### src/rtl/irq_poll_pkg.sv
package irq_poll_pkg;
  // Kind of answer given to an interrupt poll
  typedef enum logic [1:0] {
    RSP_IDLE = 2'd0,
    RSP_ACK  = 2'd1,
    RSP_PASS = 2'd2
  } poll_rsp_e;
endpackage

### src/rtl/irq_rst_sync.sv
module irq_rst_sync #(
  parameter int STAGES = 2
) (
  input  logic clk,
  input  logic rst_n,
  output logic rst_sync_n
);
  logic [STAGES-1:0] chain_q;

  always_ff @(posedge clk or negedge rst_n) begin
    if (!rst_n) chain_q <= '0;
    else        chain_q <= {chain_q[STAGES-2:0], 1'b1};
  end

  assign rst_sync_n = chain_q[STAGES-1];
endmodule

### src/rtl/irq_src_flag.sv
module irq_src_flag (
  input  logic clk,
  input  logic rst_n,
  input  logic set_int,
  input  logic clr_sys,
  input  logic mreset,
  output logic sys_flag
);
  logic sys_d, sys_q, sys_en;

  always_comb begin
    sys_en = mreset | set_int | clr_sys;
    if (mreset)       sys_d = 1'b0;
    else if (set_int) sys_d = 1'b1;
    else              sys_d = 1'b0;
  end

  always_ff @(posedge clk or negedge rst_n) begin
    if (!rst_n)      sys_q <= 1'b0;
    else if (sys_en) sys_q <= sys_d;
  end

  assign sys_flag = sys_q;


  set_sets_flag_chk: assert property (@(posedge clk) disable iff (!rst_n)
    (set_int && !mreset) |=> sys_flag);

  mreset_clears_flag_chk: assert property (@(posedge clk) disable iff (!rst_n)
    mreset |=> !sys_flag);
endmodule

### src/rtl/irq_active_trk.sv
module irq_active_trk (
  input  logic clk,
  input  logic rst_n,
  input  logic mreset,
  input  logic rst_int,
  input  logic poll_hit,
  input  logic raw_req,
  output logic active,
  output logic irq_req
);
  logic act_d, act_q, act_en;

  always_comb begin
    act_en = mreset | rst_int | poll_hit;
    if (mreset)        act_d = 1'b0;
    else if (poll_hit) act_d = 1'b1;
    else               act_d = 1'b0;
  end

  always_ff @(posedge clk or negedge rst_n) begin
    if (!rst_n)      act_q <= 1'b0;
    else if (act_en) act_q <= act_d;
  end

  assign active  = act_q;
  assign irq_req = raw_req & ~act_q;


  no_req_when_active_chk: assert property (@(posedge clk) disable iff (!rst_n)
    active |-> !irq_req);

  rst_int_clears_active_chk: assert property (@(posedge clk) disable iff (!rst_n)
    (rst_int && !poll_hit) |=> !active);

  mreset_clears_active_chk: assert property (@(posedge clk) disable iff (!rst_n)
    mreset |=> !active);
endmodule

### src/rtl/irq_poll_resp.sv
module irq_poll_resp
  import irq_poll_pkg::*;
#(
  parameter int DEV_W = 8
) (
  input  logic             clk,
  input  logic             rst_n,
  input  logic             poll_in,
  input  logic             mreset,
  input  logic             rst_int,
  input  logic             active,
  input  logic             raw_req,
  input  logic [DEV_W-1:0] dev_num,
  output logic             poll_hit,
  output logic             poll_ack,
  output logic             poll_out,
  output logic [DEV_W-1:0] poll_data
);
  poll_rsp_e        rsp_d, rsp_q;
  logic [DEV_W-1:0] data_d, data_q;
  logic             pend;

  always_comb begin
    // a reset-interrupt in the same cycle is taken before the poll
    pend     = raw_req & (~active | rst_int);
    poll_hit = poll_in & pend & ~mreset;
    rsp_d    = RSP_IDLE;
    data_d   = '0;
    if (poll_in && !mreset) begin
      if (pend) begin
        rsp_d  = RSP_ACK;
        data_d = dev_num;
      end else begin
        rsp_d  = RSP_PASS;
      end
    end
  end

  always_ff @(posedge clk or negedge rst_n) begin
    if (!rst_n) begin
      rsp_q  <= RSP_IDLE;
      data_q <= '0;
    end else begin
      rsp_q  <= rsp_d;
      data_q <= data_d;
    end
  end

  assign poll_ack  = (rsp_q == RSP_ACK);
  assign poll_out  = (rsp_q == RSP_PASS);
  assign poll_data = data_q;


  ack_pass_excl_chk: assert property (@(posedge clk) disable iff (!rst_n)
    $countones({poll_ack, poll_out}) <= 1);

  data_idle_zero_chk: assert property (@(posedge clk) disable iff (!rst_n)
    (!poll_ack && !poll_out) |-> (poll_data == '0));

  ack_carries_dev_chk: assert property (@(posedge clk) disable iff (!rst_n)
    (poll_in && !mreset && raw_req && !active) |=> (poll_ack && poll_data == $past(dev_num)));

  pass_when_idle_chk: assert property (@(posedge clk) disable iff (!rst_n)
    (poll_in && !mreset && !raw_req) |=> (poll_out && !poll_ack));
endmodule

### src/rtl/irq_poll_ctl.sv
module irq_poll_ctl #(
  parameter int DEV_W     = 8,
  parameter int SYNC_STGS = 2
) (
  input  logic             clk,
  input  logic             rst_n,
  input  logic             set_int,
  input  logic             clr_sys,
  input  logic             rst_int,
  input  logic             mreset,
  input  logic             irq_en,
  input  logic             lim_flag,
  input  logic             lost_flag,
  input  logic             poll_in,
  input  logic [DEV_W-1:0] dev_num,
  output logic             irq_req,
  output logic             poll_ack,
  output logic             poll_out,
  output logic [DEV_W-1:0] poll_data
);
  logic rst_sync_n;
  logic sys_flag;
  logic raw_req;
  logic active;
  logic poll_hit;

  irq_rst_sync #(.STAGES(SYNC_STGS)) u_rsync (
    .clk(clk), .rst_n(rst_n), .rst_sync_n(rst_sync_n)
  );

  irq_src_flag u_flag (
    .clk(clk), .rst_n(rst_sync_n), .set_int(set_int),
    .clr_sys(clr_sys), .mreset(mreset), .sys_flag(sys_flag)
  );

  // ungated request: system flag or enabled timer sources
  assign raw_req = sys_flag | (irq_en & (lim_flag | lost_flag));

  irq_active_trk u_act (
    .clk(clk), .rst_n(rst_sync_n), .mreset(mreset), .rst_int(rst_int),
    .poll_hit(poll_hit), .raw_req(raw_req), .active(active), .irq_req(irq_req)
  );

  irq_poll_resp #(.DEV_W(DEV_W)) u_poll (
    .clk(clk), .rst_n(rst_sync_n), .poll_in(poll_in), .mreset(mreset),
    .rst_int(rst_int), .active(active), .raw_req(raw_req), .dev_num(dev_num),
    .poll_hit(poll_hit), .poll_ack(poll_ack), .poll_out(poll_out),
    .poll_data(poll_data)
  );


  reset_quiet_chk: assert property (@(posedge clk)
    (!rst_sync_n) |-> (!poll_ack && !poll_out && poll_data == '0));
endmodule

### config.mk
export PLATFORM = sky130hd
export DESIGN_NAME = irq_poll_ctl
export DESIGN_NICKNAME = d
export VERILOG_FILES = /design/src/rtl/irq_poll_pkg.sv /design/src/rtl/irq_rst_sync.sv /design/src/rtl/irq_src_flag.sv /design/src/rtl/irq_active_trk.sv /design/src/rtl/irq_poll_resp.sv /design/src/rtl/irq_poll_ctl.sv
export SDC_FILE = /design/constraint.sdc
export NUM_CORES = 1
export LEC_CHECK = 0
export ABC_AREA = 1
export BUFFER_PORTS_ARGS = -buffer_cell sky130_fd_sc_hd__buf_2
export CAP_MARGIN = 10
export CELL_PAD_IN_SITES_DETAIL_PLACEMENT = 1
export CELL_PAD_IN_SITES_GLOBAL_PLACEMENT = 2
export CORE_UTILIZATION = 25
export CTS_BUF_LIST = sky130_fd_sc_hd__clkbuf_8
export DETAILED_ROUTE_END_ITERATION = 8
export PLACE_DENSITY = 0.88
export RECOVER_POWER = 100
export SYNTH_ARGS = -nofsm -noshare
export SYNTH_HDL_FRONTEND = slang
export SYNTH_HIERARCHICAL = 1
export SYNTH_SLANG_ARGS = --single-unit
### constraint.sdc
create_clock -name clk -period 0.85 [get_ports clk]
set_clock_uncertainty 0.1 [all_clocks]
set_input_delay 0.0425 -clock clk [delete_from_list [all_inputs] [get_ports clk]]
set_output_delay 0.0425 -clock clk [all_outputs]
set_load 0.03 [all_outputs]
==> results.cfg <==
[status]
status = finished, violations left
violations = negative hold slack, negative setup slack

[power]
power.leakage_nw = 0.599
vdd_ir_drop_max_uv = 1480
power-per-cell-area_nw_per_um2 = 1480

[logic_synthesis]
synth_cell_types = 14
synthTopCellsByArea = dfrtp_1 62%, nor2_1 8.0%, nand3_1 7.1%, inv_1 6.7%, a21oi_2 3.1%
ys_seq_elements = 14
postSynthCellCount = 58
synth_top_area_share_pct = 62.4
postSynthAreaPerCell_sq_um = 9.69
ys_warn_count = 6
syn-num-nets = 76
synth_top_area_cell = dfrtp_1
synth_seq_area_share_pct = 62.4
synth.cell_area_sq_um = 562

[floorplan]
die_w_microns = 49.4
fp-row-count = 16
boundaryPins = 29
coreArea_sq_um = 2040
start_util_pct = 27.5
fp.dieH_microns = 49.4
die_area_sq_um = 2440

[grt]
antenna_found_initial = 0
gr-usage-met1_pct = 16.3
grt.met3_usage_pct = 5.92
grt_pass1_vias = 666
grt_pass1_wl_microns = 3130
grt_max_degree = 13
grt.total_usage_pct = 18.3
grt-ovfl-total = 0
top_usage_layer = met2
met2_usage_pct = 35.4

[flow_run]
cap_violations = 0

[critical_path]
worstPathMaxFanout = 3
slowest_delay_ps = 370
path_delay_family = flip-flops
timing.rr.end = u_poll/poll_data[1]$_DFF_PN0_
cp.arrival_ps = 1030
path_buf_inv = 3
path_class = flop to output port
ff2ff_setup_slack_ps = -310
reg2reg_from = u_flag/sys_flag$_DFFE_PN0P_
cp.required_ps = 710
rr_worst_depth = 6
cp_cell_sequence = inv_1 > nand2_2 > inv_2 > nor2_4 > buf_6
worstSetupEndpointType = output port
start_kind = flop
critPathSlowestCell = dfrtp_1

[cells_and_area]
nFillCells = 225
antennaDiodeCount = 0
mostFrequentLayoutCells = 17 x buf_6, 16 x buf_2, 14 x dfrtp_1, 12 x dlygate4sd3_1, 8 x nor2_2
postLayoutCoreUtil_pct = 59.1
layout_commonest_cell = buf_6
drive_gt1_share_pct = 65.5
area_growth_pct = 115
nets = 132

[clocking]
cts.clk_slew.worst_paths_ps = 60
cts_tree = built
cts_buffers = 3
clock_sinks = 14
clockBufferDepth = 2
h-tree-depth = 1
clk_latency_ps = 250
ctsHoldBuffers = 12
root_buffer = clkbuf_8

[min_path]
min_path_cells = 4
min_path_type = input pin to flop
hold_end = u_act/active$_DFFE_PN0P_
worstHoldStart = rst_int

[sta]
grt_setup_unrepaired = yes
holdWs_ps = -21.0
slew_violations = 0
fin_ws_ps = -323
layout_worst_path_cycle_share_pct = 138
finalHoldViolCount = 1
layout_min_cycle_time_ps = 1170
finalSetupViolations = 23
fmax_mhz = 853

[place]
portBuffers = 28
dp_hpwl_microns = 1060
place_congestion = 0.781

[route]
wl_microns = 2190
wl_per_cell_microns = 15.7
dr.pass1.iters = 4
ant_nets = 0
viasPerCell = 4.29
dr_total_vias = 600
drc = 0
drtIter0Drc = 2
[what timing repair did]
item	4_1_cts	5_1_grt
pin swaps	4	10
gates resized for setup	32	26
endpoints found under the hold margin	13	1
setup endpoints to repair	22	23
cloned	0	0
setup buffers	3	1
[metrics by stage]
| stage | setup TNS, ps | setup WS (ps) | instances | total power, mW | area (sq um) |
|---|---|---|---|---|---|
| global placement | -1610 | -155 | 120 | 0.954 | 795 |
| global route | -5210 | -377 | 140 | 1.88 | 1210 |
| floorplan | -832 | -155 | 58 | 0.857 | 576 |
| CTS | -3610 | -293 | 139 | 1.72 | 1100 |
| finish | -4360 | -323 | 140 | 1.79 | 1210 |
| detailed placement | -2020 | -191 | 120 | 0.962 | 795 |
[worst register-to-register path, stage by stage (launching register included)]
cell,delay [ps]
dfrtp_1,370
inv_1,70
nand2_2,90
buf_4,160
buf_6,130
nand3_4,90
nor2_2,40
[report_power, final]
| part | leakage, nW | internal, mW | switching (mW) |
|---|---|---|---|
| combinational | 0.384 | 0.216 | 0.207 |
| sequential | 0.186 | 0.694 | 0.0268 |
| clock | 0.0288 | 0.411 | 0.237 |
| total | 0.599 | 1.32 | 0.471 |
[cells by family after synthesis]
group / after synthesis / share of synthesized area (%)
flops: 14 / 62.4
simple gates: 27 / 22.0
other cells: 1 / 0.668
buf+inv: 12 / 10.0
compound gates: 4 / 4.90
[worst max path at each step]
stage / from / endpoint / cells past startpoint
finish: u_flag/sys_flag$_DFFE_PN0P_ / irq_req / 5
detailed placement: u_flag/sys_flag$_DFFE_PN0P_ / u_poll/poll_data[5]$_DFF_PN0_ / 5
CTS: u_flag/sys_flag$_DFFE_PN0P_ / irq_req / 5
floorplan: u_flag/sys_flag$_DFFE_PN0P_ / u_act/active$_DFFE_PN0P_ / 7
global route: u_flag/sys_flag$_DFFE_PN0P_ / irq_req / 5
global placement: u_flag/sys_flag$_DFFE_PN0P_ / u_poll/poll_data[7]$_DFF_PN0_ / 5
[layer usage]
layer / vias up / part of all wire, %
met5: - / 0
met4: 0 / 5.3
met3: 12 / 5.0
met2: 25 / 61
met1: 280 / 28
li1: 283 / -
[state kept, by name, indices dropped and copies added, names as in the netlist]
register and count:
u_flag/sys_flag 1, u_poll/poll_data 8, u_act/active 1, u_rsync/chain_q 2, u_poll/rsp_q 2
[area by class of cell]
class	instances	area (sq um)	area share, %
clock buffers	4	55.1	4.56
inverters	10	37.5	3.11
multi-input cells	32	274	22.7
flip-flops and latches	14	350	29.0
well taps	27	33.8	2.80
repair buffers	53	455	37.8
[synthesized netlist by cell type (all sizes together)]
cell type,n
nand2,6
nand3,8
inv,10
nor2,13
dfrtp,14
o21ai,1
conb,1
a21oi,3
buf,2
Note: power is estimated with default switching activity, not from simulation.
